**src/rtl/stx_pkg.sv**
```systemverilog
package stx_pkg;

  typedef enum logic [2:0] {
    S_IDLE, S_START, S_DATA, S_PAR, S_STOP, S_BSTART, S_BZERO, S_BSTOP
  } txState_e;

  typedef enum logic [1:0] {
    LN_MARK, LN_SPACE, LN_DATA, LN_PAR
  } lineSel_e;

  typedef struct packed {
    logic     load;
    logic     shift;
    lineSel_e lineSel;
  } txStrobe_t;

endpackage

```
**src/rtl/stx_ctrl.sv**
```systemverilog
module stx_ctrl
  import stx_pkg::*;
#(
  parameter int DATA_W      = 8,
  parameter int BREAK_ZEROS = 13
) (
  input  logic      clk,
  input  logic      rstN,
  input  logic      baudTick,
  input  logic      sendReq,
  input  logic      breakReq,
  input  logic      nineBit,
  input  logic      parEn,
  input  logic      twoStop,
  output txStrobe_t strobe,
  output logic      ready,
  output logic      doneIrq
);

  localparam int MAX_CNT = (BREAK_ZEROS > DATA_W + 1) ? BREAK_ZEROS : DATA_W + 1;
  localparam int CNT_W   = $clog2(MAX_CNT);
  localparam logic [CNT_W-1:0] LAST_ZERO = CNT_W'(BREAK_ZEROS - 1);

  txState_e         state, stateD;
  logic [CNT_W-1:0] cnt, cntD;
  logic             nineQ, parQ, twoQ;
  logic             doneD;
  logic             startFrame, startBreak;
  logic [CNT_W-1:0] lastData, lastStop;

  assign startBreak = (state == S_IDLE) && baudTick && breakReq;
  assign startFrame = (state == S_IDLE) && baudTick && !breakReq && sendReq;
  assign lastData   = nineQ ? CNT_W'(DATA_W) : CNT_W'(DATA_W - 1);
  assign lastStop   = CNT_W'(twoQ);
  assign ready      = (state == S_IDLE);

  always_comb begin
    strobe.load  = startFrame;
    strobe.shift = (state == S_DATA) && baudTick;
    unique case (state)
      S_START, S_BSTART, S_BZERO: strobe.lineSel = LN_SPACE;
      S_DATA:                     strobe.lineSel = LN_DATA;
      S_PAR:                      strobe.lineSel = LN_PAR;
      default:                    strobe.lineSel = LN_MARK;
    endcase
  end

  always_comb begin
    stateD = state;
    cntD   = cnt;
    doneD  = 1'b0;
    if (baudTick) begin
      unique case (state)
        S_IDLE: begin
          cntD = '0;
          if (breakReq)     stateD = S_BSTART;
          else if (sendReq) stateD = S_START;
        end
        S_START: begin
          stateD = S_DATA;
          cntD   = '0;
        end
        S_DATA: begin
          if (cnt == lastData) begin
            stateD = parQ ? S_PAR : S_STOP;
            cntD   = '0;
          end else begin
            cntD = cnt + 1'b1;
          end
        end
        S_PAR: begin
          stateD = S_STOP;
          cntD   = '0;
        end
        S_STOP: begin
          if (cnt == lastStop) begin
            stateD = S_IDLE;
            doneD  = 1'b1;
          end else begin
            cntD = cnt + 1'b1;
          end
        end
        S_BSTART: begin
          stateD = S_BZERO;
          cntD   = '0;
        end
        S_BZERO: begin
          if (cnt == LAST_ZERO) begin
            stateD = breakReq ? S_BSTART : S_BSTOP;
            cntD   = '0;
          end else begin
            cntD = cnt + 1'b1;
          end
        end
        S_BSTOP: begin
          if (cnt == lastStop) stateD = S_IDLE;
          else                 cntD = cnt + 1'b1;
        end
        default: stateD = S_IDLE;
      endcase
    end
  end

  always_ff @(posedge clk) begin
    if (!rstN) begin
      state   <= S_IDLE;
      cnt     <= '0;
      doneIrq <= 1'b0;
      nineQ   <= 1'b0;
      parQ    <= 1'b0;
      twoQ    <= 1'b0;
    end else begin
      state   <= stateD;
      cnt     <= cntD;
      doneIrq <= doneD;
      if (startFrame || startBreak) begin
        nineQ <= nineBit;
        parQ  <= parEn;
        twoQ  <= twoStop;
      end
    end
  end

  p_irq_pulse_r6: assert property (@(posedge clk) disable iff (!rstN)
    doneIrq |=> !doneIrq);

  p_irq_idle_r6: assert property (@(posedge clk) disable iff (!rstN)
    doneIrq |-> ready);

  p_brk_noirq_r9: assert property (@(posedge clk) disable iff (!rstN)
    (state == S_BSTOP && baudTick) |=> !doneIrq);

  p_brk_rearm_r8: assert property (@(posedge clk) disable iff (!rstN)
    (state == S_BZERO && baudTick && cnt == LAST_ZERO && breakReq)
      |=> (state == S_BSTART));

  p_zero_bound_r7: assert property (@(posedge clk) disable iff (!rstN)
    (state == S_BZERO) |-> (cnt <= LAST_ZERO));

endmodule

```
**src/rtl/stx_datapath.sv**
```systemverilog
module stx_datapath
  import stx_pkg::*;
#(
  parameter int DATA_W = 8
) (
  input  logic              clk,
  input  logic              rstN,
  input  txStrobe_t         strobe,
  input  logic [DATA_W-1:0] dataIn,
  input  logic              bit9In,
  input  logic              nineBit,
  input  logic              parOdd,
  output logic              txLine
);

  localparam int SH_W = DATA_W + 1;

  logic [SH_W-1:0] shiftReg;
  logic            parBit;
  logic            topBit;

  assign topBit = bit9In & nineBit;

  always_ff @(posedge clk) begin
    if (!rstN) begin
      shiftReg <= '0;
      parBit   <= 1'b0;
    end else if (strobe.load) begin
      shiftReg <= {topBit, dataIn};
      parBit   <= (^dataIn) ^ topBit ^ parOdd;
    end else if (strobe.shift) begin
      shiftReg <= {1'b0, shiftReg[SH_W-1:1]};
    end
  end

  always_comb begin
    unique case (strobe.lineSel)
      LN_SPACE: txLine = 1'b0;
      LN_DATA:  txLine = shiftReg[0];
      LN_PAR:   txLine = parBit;
      default:  txLine = 1'b1;
    endcase
  end

  p_load_excl_r2: assert property (@(posedge clk) disable iff (!rstN)
    !(strobe.load && strobe.shift));

endmodule

```
**src/rtl/brk_uart_tx.sv**
```systemverilog
module brk_uart_tx
  import stx_pkg::*;
#(
  parameter int DATA_W      = 8,
  parameter int BREAK_ZEROS = 13
) (
  input  logic              clk,
  input  logic              rstN,
  input  logic              baudTick,
  input  logic              sendReq,
  input  logic [DATA_W-1:0] dataIn,
  input  logic              bit9In,
  input  logic              nineBit,
  input  logic              parEn,
  input  logic              parOdd,
  input  logic              twoStop,
  input  logic              breakReq,
  output logic              txLine,
  output logic              ready,
  output logic              txDoneIrq
);

  txStrobe_t strobe;

  stx_ctrl #(.DATA_W(DATA_W), .BREAK_ZEROS(BREAK_ZEROS)) u_ctrl (
    .clk(clk), .rstN(rstN), .baudTick(baudTick), .sendReq(sendReq),
    .breakReq(breakReq), .nineBit(nineBit), .parEn(parEn),
    .twoStop(twoStop), .strobe(strobe), .ready(ready), .doneIrq(txDoneIrq)
  );

  stx_datapath #(.DATA_W(DATA_W)) u_dp (
    .clk(clk), .rstN(rstN), .strobe(strobe), .dataIn(dataIn),
    .bit9In(bit9In), .nineBit(nineBit), .parOdd(parOdd), .txLine(txLine)
  );

  p_line_steady_r2: assert property (@(posedge clk) disable iff (!rstN)
    !baudTick |=> $stable(txLine));

  p_ready_hold_r2: assert property (@(posedge clk) disable iff (!rstN)
    (ready && !baudTick) |=> ready);

endmodule

```
**config.mk**
```make
export PLATFORM = sky130hd
export DESIGN_NAME = brk_uart_tx
export DESIGN_NICKNAME = d
export VERILOG_FILES = /design/src/rtl/stx_pkg.sv /design/src/rtl/stx_ctrl.sv /design/src/rtl/stx_datapath.sv /design/src/rtl/brk_uart_tx.sv
export SDC_FILE = /design/constraint.sdc
export NUM_CORES = 1
export LEC_CHECK = 0
export ABC_CLOCK_PERIOD_IN_PS = 3800
export BUFFER_PORTS_ARGS = -buffer_cell sky130_fd_sc_hd__buf_2
export CAP_MARGIN = 20
export CORE_MARGIN = 3
export CORE_UTILIZATION = 45
export CTS_CLUSTER_SIZE = 8
export DETAILED_ROUTE_END_ITERATION = 7
export PLACE_DENSITY = 0.7
export SLEW_MARGIN = 15
export SYNTH_ARGS = -nofsm -noshare
export SYNTH_HDL_FRONTEND = slang
export SYNTH_SLANG_ARGS = --single-unit
```
**constraint.sdc**
```tcl
create_clock -name clk -period 3.8 [get_ports clk]
set_input_delay 0.76 -clock clk [delete_from_list [all_inputs] [get_ports clk]]
set_output_delay 0.76 -clock clk [all_outputs]
set_load 0.05 [all_outputs]
```
==> results.json, run 1 <==
{
  "outcome": "finished, final reports clean",
  "wl_per_cell_um": 13.2,
  "clockBufferDepth": 2,
  "tns_ps": 0,
  "final_core_util_pct": 55.7,
  "ys_types": 40,
  "numCtsBuffers": 3,
  "ir_worst_vdd_mv": 0.261,
  "cts.repair.resized": 0,
  "yosysWarningCount": 0,
  "viasPerCell": 5.65,
  "synthTopCellsByCount": "dfxtp_1, nand2_1, nor2_1",
  "grt_pass1_wl_um": 4010,
  "die_h_um": 57.2,
  "crit_path_end_kind": "output port",
  "fin_nets": 173,
  "slew_headroom_pct": 69.1,
  "htree_levels": 1,
  "post_cts_buffers": 0,
  "skew_ps": 1.40,
  "netlist.top_cell.by_area": "dfxtp_1",
  "timing.final.crit_period_ps": 2280,
  "dieArea_um2": 3270,
  "yosysMostFrequentCell": "dfxtp_1",
  "power_uw": 561,
  "critical_path_class": "flip-flop to output port",
  "rows": 17,
  "fmax_mhz": 439,
  "synth_edf_count": 0,
  "drt_first_pass_iters": 4,
  "drt_iter0_markers": 19,
  "syn_area_per_cell_um2": 8.81,
  "fill_cells": 240,
  "drv_slew": 0,
  "rsz0062_at_grt": "false",
  "via_count": 1017,
  "max-cap-violations": 0,
  "fin_ws_ps": 1520,
  "finalHoldViolations": 0,
  "slowest_delay_ps": 610,
  "clock_tree.root_cell": "clkbuf_4",
  "yosys.area.top_type_share_pct": 35.6,
  "antenna_found_initial": 0,
  "hpwlAfterDp_um": 1840,
  "synth_nets": 154,
  "path_cells": "o21ai_0 > a21oi_1 > buf_2",
  "antenna_cells": 0,
  "gp_congestion": 0.849,
  "cts_hold_buf": 0,
  "cts.sinks": 21,
  "route.final.wire_length_um": 2380,
  "io_pins": 21,
  "startpoint_type": "flip-flop",
  "worstPathRequired_ps": 3040,
  "track_usage_pct": 15.1,
  "min_period_over_period_pct": 59.9,
  "drive_gt1_share_pct": 21.1,
  "cp_max_fo": 13,
  "ys_async_sr_fraction_pct": 0,
  "ys_ff_latch": 21,
  "first_global_vias": 929,
  "hold_path.class": "flip-flop to flip-flop",
  "grt_max_degree": 15,
  "ant_nets": 0,
  "core_area_um2": 2340,
  "synthTopCellsByArea": "dfxtp_1, xnor2_1, mux2i_1, nand2_1, nor2_1",
  "overflow": 0,
  "route.detailed.drc": 0,
  "p_leak_nw": 0.504,
  "ys.flop_type": "dfxtp_1",
  "yosysSeqAreaShare_pct": 35.6,
  "arrival_ps": 1520,
  "worst_pin_slew_ps": 463,
  "die_w_um": 57.2,
  "regArea_um2": 420,
  "start_util_pct": 50.4,
  "portBuffers": 20,
  "setup_viol": 0,
  "syn-instance-count": 134,
  "area_growth_syn_to_layout_pct": 10.4,
  "multiInputGateArea_um2": 698,
  "synth_area_um2": 1180,
  "clk_pin_slew_worst_paths_ps": 120,
  "power.density_nw_per_um2": 431,
  "crit_slowest_cell": "dfxtp_1",
  "cts_tree": "yes",
  "place_ws_ps": 1780,
  "clock_latency_ps": 300
}
-- metal layers --
layer / vias to the layer above / track usage (%) / routed length, um
li1: 511 / - / -
met1: 477 / 21.3 / 1140
met2: 25 / 22.8 / 1080
met3: 4 / 2.71 / 129
met4: 0 / 5.96 / 25
met5: - / 0 / 0
-- where the power goes --
part           internal [mW]  switching [mW]  total, mW
sequential             0.238          0.0263      0.264
clock                 0.0408          0.0686      0.109
combinational         0.0761           0.111      0.187
total                  0.355           0.206      0.561
-- stage by stage --
stage,hold slack (ps),cells,area [um^2]
5_1_grt,494,180,1300
6_report,467,180,1300
4_1_cts,467,180,1300
2_1_floorplan,433,134,1180
3_3_place_gp,444,176,1280
3_5_place_dp,450,176,1280
-- registers in the layout, indices dropped and copies added (netlist names) --
register / count
u_ctrl.nineQ: 1
u_ctrl.doneIrq: 1
u_ctrl.parQ: 1
u_ctrl.state: 3
u_dp.parBit: 1
u_ctrl.cnt: 4
u_ctrl.twoQ: 1
u_dp.shiftReg: 9
-- path summary, 6_finish.rpt --
kind         depth (start not counted)  slack, ps          endpoint        startpoint
max                                  3       1520            txLine   u_ctrl.state[1]
min                                  2        470  u_dp.shiftReg[1]  u_dp.shiftReg[1]
max reg2reg                          5       1970  u_dp.shiftReg[6]   u_ctrl.state[1]
min reg2reg                          2        470  u_dp.shiftReg[1]  u_dp.shiftReg[1]
-- cell type report --
cell class                 instances  share of cell area [%]
multi-input combinational        101                    53.6
clock buffer                       4                    2.02
inverter                           6                    1.73
timing repair buffer              20                    7.68
tap                               28                    2.69
sequential                        21                    32.3
-- cell families after synthesis --
kind of cell	share of synthesized area (%)
simple gates	20.5
mux	6.04
buf+inv	5.20
xor+xnor	10.8
compound gates	19.7
flops	35.6
fa+ha+maj	2.12
-- placed cells by master (no fill, tap or decap), types with 2 or more instances in the layout --
master / Yosys / routed
nor3b_1: 2 / 2
mux2i_1: 6 / 6
nor3_1: 2 / 2
ha_1: 2 / 2
nand2_1: 15 / 15
a21oi_1: 11 / 11
o21ai_0: 2 / 2
dfxtp_1: 21 / 21
nor3_2: 2 / 2
clkbuf_4: 0 / 3
xnor2_1: 8 / 8
a22oi_1: 7 / 7
nor2_1: 15 / 15
xor2_1: 4 / 4
nor4_1: 2 / 2
inv_1: 6 / 6
buf_2: 1 / 20
nand3_1: 2 / 2
-- critical path: cells and delay by family, from the launching register on --
family                 cells  cell delay [ps]
buffers and inverters      1              270
AOI/OAI and AO/OA          2              340
DFF                        1              610
Power figures use the tool's default switching activity.
==> run 2: changes to the inputs <==
--- a/config.mk
+++ b/config.mk
@@ -5,14 +5,14 @@
 export SDC_FILE = /design/constraint.sdc
 export NUM_CORES = 1
 export LEC_CHECK = 0
-export ABC_CLOCK_PERIOD_IN_PS = 3800
+export ABC_CLOCK_PERIOD_IN_PS = 1800
 export BUFFER_PORTS_ARGS = -buffer_cell sky130_fd_sc_hd__buf_2
 export CAP_MARGIN = 20
 export CORE_MARGIN = 3
 export CORE_UTILIZATION = 45
 export CTS_CLUSTER_SIZE = 8
 export DETAILED_ROUTE_END_ITERATION = 7
-export PLACE_DENSITY = 0.7
+export PLACE_DENSITY = 0.72
 export SLEW_MARGIN = 15
 export SYNTH_ARGS = -nofsm -noshare
 export SYNTH_HDL_FRONTEND = slang
==> constraint.sdc (replaced) <==
create_clock -name clk -period 1.8 [get_ports clk]
set_input_delay 0.36 -clock clk [delete_from_list [all_inputs] [get_ports clk]]
set_output_delay 0.36 -clock clk [all_outputs]
set_load 0.05 [all_outputs]
==> results.json, run 2 (synthesis results as in run 1) <==
{
  "overflow": 0,
  "viasPerCell": 5.44,
  "hpwlAfterDp_um": 1790,
  "route.final.wire_length_um": 2300,
  "grt_pass1_wl_um": 3850,
  "tns_ps": 0,
  "gp_congestion": 0.878,
  "arrival_ps": 1380,
  "start_util_pct": 50.4,
  "hold_path.class": "input pin to flip-flop",
  "regArea_um2": 428,
  "finalHoldViolations": 0,
  "cp_max_fo": 9,
  "drt_first_pass_iters": 4,
  "antenna_found_initial": 0,
  "skew_ps": 1.26,
  "fmax_mhz": 576,
  "max-cap-violations": 0,
  "reg_top3": "u_dp.shiftReg x9, u_ctrl.cnt x4, u_ctrl.state x3",
  "path_cells": "nor3_4 > buf_4 > buf_2",
  "final_cell_mix": "buf_2, dfxtp_1, nor2_1, nand2_1, a21oi_1",
  "post_cts_buffers": 0,
  "grt_max_degree": 15,
  "via_count": 1006,
  "track_usage_pct": 14.6,
  "worstPathRequired_ps": 1440,
  "critical_path_class": "flip-flop to output port",
  "clockBufferDepth": 2,
  "numCtsBuffers": 3,
  "first_global_vias": 910,
  "antenna_cells": 0,
  "clk_pin_slew_worst_paths_ps": 120,
  "p_leak_nw": 0.532,
  "setup_viol": 0,
  "drive_gt1_share_pct": 25.5,
  "portBuffers": 20,
  "area_growth_syn_to_layout_pct": 15.1,
  "p_seq_share_pct": 45.9,
  "core_area_um2": 2340,
  "swShare_pct": 36.7,
  "switchingPower_uw": 450,
  "crit_slowest_cell": "dfxtp_1",
  "final_area_um2": 1360,
  "timing.final.crit_period_ps": 1740,
  "min_period_over_period_pct": 96.4,
  "crit_path_end_kind": "output port",
  "rows": 17,
  "power.density_nw_per_um2": 903,
  "cts.sinks": 21,
  "rsz0062_at_grt": "false",
  "intPower_uw": 777,
  "drv_slew": 0,
  "die_h_um": 57.2,
  "drt_iter0_markers": 27,
  "fin_nets": 178,
  "worst_pin_slew_ps": 434,
  "multiInputGateArea_um2": 704,
  "slowest_delay_ps": 440,
  "startpoint_type": "flip-flop",
  "final_common_cell": "buf_2",
  "cts_tree": "yes",
  "ant_nets": 0,
  "slew_headroom_pct": 71.0,
  "route.detailed.drc": 0,
  "clock_latency_ps": 310,
  "io_pins": 21,
  "outcome": "finished, final reports clean",
  "dpl_cell_area_um2": 1320,
  "fill_cells": 230,
  "dieArea_um2": 3270,
  "pwr-share-comb_pct": 34.8,
  "largest-register": "u_dp.shiftReg",
  "largest_reg_flops": 9,
  "cts_hold_buf": 0,
  "p_clk_share_pct": 19.3,
  "htree_levels": 1,
  "wl_per_cell_um": 12.4,
  "die_w_um": 57.2,
  "clock_tree.root_cell": "clkbuf_4",
  "ir_worst_vdd_mv": 0.579
}
[run 2: cell count changes in the layout (fill, tap and decap cells not counted)]
cell	change
clkbuf_1	-1
nor3_4	+1
buf_4	+5
dfxtp_4	+2
nor3_2	-1
dfxtp_1	-2
clkinvlp_4	+1
[run 2: metal layers]
metal | global-route usage (%) | vias to the layer above | wire length [um]
met2 | 22.7 | 29 | 967
met1 | 19.5 | 451 | 1140
met5 | 0 | - | 0
met4 | 3.64 | 0 | 14
li1 | - | 524 | -
met3 | 4.98 | 2 | 172
[run 2: worst paths after layout]
check | from | to | slack, ps | depth (start not counted)
setup / recovery | u_ctrl.state[0] | ready | 60 | 3
hold / removal | twoStop | u_ctrl.twoQ | 280 | 3
hold reg to reg | u_dp.shiftReg[1] | u_dp.shiftReg[1] | 460 | 2
setup reg to reg | u_ctrl.state[0] | u_ctrl.state[2] | 130 | 5
[run 2: stage by stage]
| step | util, % | hold WS, ps | std cells | worst slack (ps) | power [mW] |
|---|---|---|---|---|---|
| 6_report | 58.0 | 279 | 185 | 64.9 | 1.23 |
| 5_1_grt | 58.0 | 281 | 185 | 2.80 | 1.30 |
| 4_1_cts | 57.8 | 266 | 185 | 48.9 | 1.24 |
| 3_5_place_dp | 56.4 | 452 | 181 | 135 | 0.994 |
| 3_3_place_gp | 56.4 | 443 | 181 | 171 | 0.987 |
| 2_1_floorplan | - | 433 | 134 | 2.00 | 0.895 |
[run 2: final cells by class]
cell class,count,area share (%)
Tap cell,28,2.58
Clock inverter,1,0.553
Sequential cell,21,31.5
Timing Repair Buffer,25,10.1
Multi-Input combinational cell,101,51.9
Inverter,6,1.66
Clock buffer,3,1.66
[run 2: worst max-delay path: cells and delay by family, from the launching register on]
kind / cells / cell delay (ps)
flops: 1 / 440
buf+inv: 2 / 400
simple gates: 1 / 220
[run 2: repair_timing]
item / 4_1_cts / 5_1_grt
pin swaps: 0 / 0
endpoints found under the setup margin: 1 / 1
gates resized for setup: 2 / 2
[run 2: power by group through the flow]
stage / Clock, mW / Sequential, mW / Combinational, mW
after floorplan: 0 / 0.536 / 0.360
after global placement: 0 / 0.567 / 0.420
after detailed placement: 0 / 0.569 / 0.425
after CTS: 0.249 / 0.561 / 0.428
after global routing: 0.268 / 0.570 / 0.463
final: 0.237 / 0.562 / 0.427
==> run 3: changes to the inputs <==
--- a/config.mk
+++ b/config.mk
@@ -8,11 +8,13 @@
 export ABC_CLOCK_PERIOD_IN_PS = 1800
 export BUFFER_PORTS_ARGS = -buffer_cell sky130_fd_sc_hd__buf_2
 export CAP_MARGIN = 20
+export CELL_PAD_IN_SITES_DETAIL_PLACEMENT = 1
+export CELL_PAD_IN_SITES_GLOBAL_PLACEMENT = 2
 export CORE_MARGIN = 3
-export CORE_UTILIZATION = 45
+export CORE_UTILIZATION = 29
 export CTS_CLUSTER_SIZE = 8
 export DETAILED_ROUTE_END_ITERATION = 7
-export PLACE_DENSITY = 0.72
+export PLACE_DENSITY = 0.76
 export SLEW_MARGIN = 15
 export SYNTH_ARGS = -nofsm -noshare
 export SYNTH_HDL_FRONTEND = slang
==> results.json, run 3 (synthesis results as in run 1) <==
{
  "reg2reg_depth": 5,
  "clock_tree.root_cell": "clkbuf_8",
  "critical_path_class": "flip-flop to output port",
  "crit_slowest_cell": "dfxtp_2",
  "finalHoldViolations": 0,
  "core_area_um2": 3800,
  "drt_first_pass_iters": 4,
  "cts_hold_buf": 0,
  "clockBufferDepth": 2,
  "setup_viol": 0,
  "hold_path.class": "input pin to flip-flop",
  "r2r-end": "u_ctrl.cnt[2]",
  "area_growth_syn_to_layout_pct": 18.3,
  "gp_congestion": 0.760,
  "final_core_util_pct": 36.8,
  "clock_latency_ps": 270,
  "wl_per_cell_um": 14.2,
  "ant_nets": 0,
  "cp_max_fo": 13,
  "reg_top3": "u_dp.shiftReg x9, u_ctrl.cnt x4, u_ctrl.state x3",
  "rows": 22,
  "slew_headroom_pct": 66.1,
  "largest_reg_flops": 9,
  "fmax_mhz": 593,
  "timing.final.crit_period_ps": 1690,
  "first_global_vias": 1062,
  "outcome": "finished, final reports clean",
  "hold_path_depth": 3,
  "cts.repair.resized": 2,
  "route.detailed.drc": 0,
  "dr.max_layer_used": "met4",
  "portBuffers": 20,
  "met1_length_um": 1340,
  "crit_path_end_kind": "output port",
  "fin_nets": 178,
  "arrival_ps": 1330,
  "min_to": "u_ctrl.parQ",
  "grt_max_degree": 15,
  "tns_ps": 0,
  "power.density_nw_per_um2": 940,
  "viasPerCell": 5.13,
  "startpoint_type": "flip-flop",
  "power_mw": 1.31,
  "instances_no_fill": 205,
  "wl_met3_um": 93,
  "hold_ws_ps": 339,
  "skew_ps": 6.78,
  "fill_cells": 472,
  "critPathTopFamily": "flip-flops",
  "rr_startpoint": "u_ctrl.state[0]",
  "numCtsBuffers": 3,
  "die_h_um": 69.8,
  "worstPathRequired_ps": 1440,
  "cts_tree": "yes",
  "antenna_found_initial": 0,
  "drt_iter0_markers": 51,
  "min_period_over_period_pct": 93.6,
  "grt_pass1_wl_um": 4990,
  "overflow": 0,
  "path_cells": "o21ai_0 > a21oi_1 > buf_2",
  "dp.cells": 201,
  "drv_slew": 0,
  "htree_levels": 1,
  "io_pins": 21,
  "largest-register": "u_dp.shiftReg",
  "ir_worst_vdd_mv": 0.274,
  "worst_pin_slew_ps": 508,
  "antenna_cells": 0,
  "hpwlAfterDp_um": 2280,
  "hp-start": "parEn",
  "final_common_cell": "buf_2",
  "cts.sinks": 21,
  "rsz0062_at_grt": "false",
  "final_cell_mix": "buf_2, dfxtp_1, nor2_1, nand2_1, a21oi_1",
  "track_usage_pct": 12.7,
  "wl_met2_um": 1430,
  "dieArea_um2": 4870,
  "path_buf_inv": 1,
  "drive_gt1_share_pct": 25.5,
  "die_w_um": 69.8,
  "route.final.wire_length_um": 2900,
  "start_util_pct": 31.1,
  "slowest_delay_ps": 490,
  "post_cts_buffers": 0,
  "max-cap-violations": 0,
  "clk_pin_slew_worst_paths_ps": 80,
  "via_count": 1051,
  "ff2ff_setup_slack_ps": 140,
  "p_leak_nw": 0.543
}
==> run 3: layout make-up <==
class | instances | area (um^2) | area share [%]
clock buffers | 3 | 41.3 | 2.96
clock inverters | 1 | 5.00 | 0.358
inverters | 6 | 22.5 | 1.61
multi-input cells | 101 | 704 | 50.4
flip-flops and latches | 21 | 425 | 30.5
well taps | 48 | 60.1 | 4.30
repair buffers | 25 | 138 | 9.86
==> run 3: metal layers <==
layer / global-route usage [%] / up-vias
met5: 0 / -
met4: 4.89 / 0
met3: 2.32 / 4
met2: 20.7 / 19
met1: 16.4 / 507
li1: - / 521
==> run 3: through the flow <==
stage	worst slack (ps)	instance area, um^2
after detailed placement	55.7	1350
after global placement	145	1350
after CTS	77.6	1390
after global routing	8.14	1400
final	115	1400
after floorplan	2.00	1190
==> run 3: how the worst max path moves through the flow <==
stage	from	end	slack (ps)	depth (start not counted)
final	u_ctrl.state[1]	txLine	110	3
after CTS	u_ctrl.state[2]	txLine	80	4
after floorplan	u_ctrl.state[1]	txLine	2	3
after global placement	u_ctrl.state[1]	u_ctrl.cnt[3]	150	5
after detailed placement	u_ctrl.state[1]	u_ctrl.cnt[2]	60	5
after global routing	u_ctrl.state[0]	txLine	8	3
==> run 3: power by group <==
group	switching (mW)	total [mW]	internal [mW]
Combinational	0.246	0.428	0.182
Sequential	0.0616	0.566	0.505
Clock	0.163	0.317	0.155
Total	0.471	1.31	0.841
==> run 3: tightest hold or removal path: stages <==
cell	delay, ps
buf_2	80
mux2i_1	60
nor2_1	70
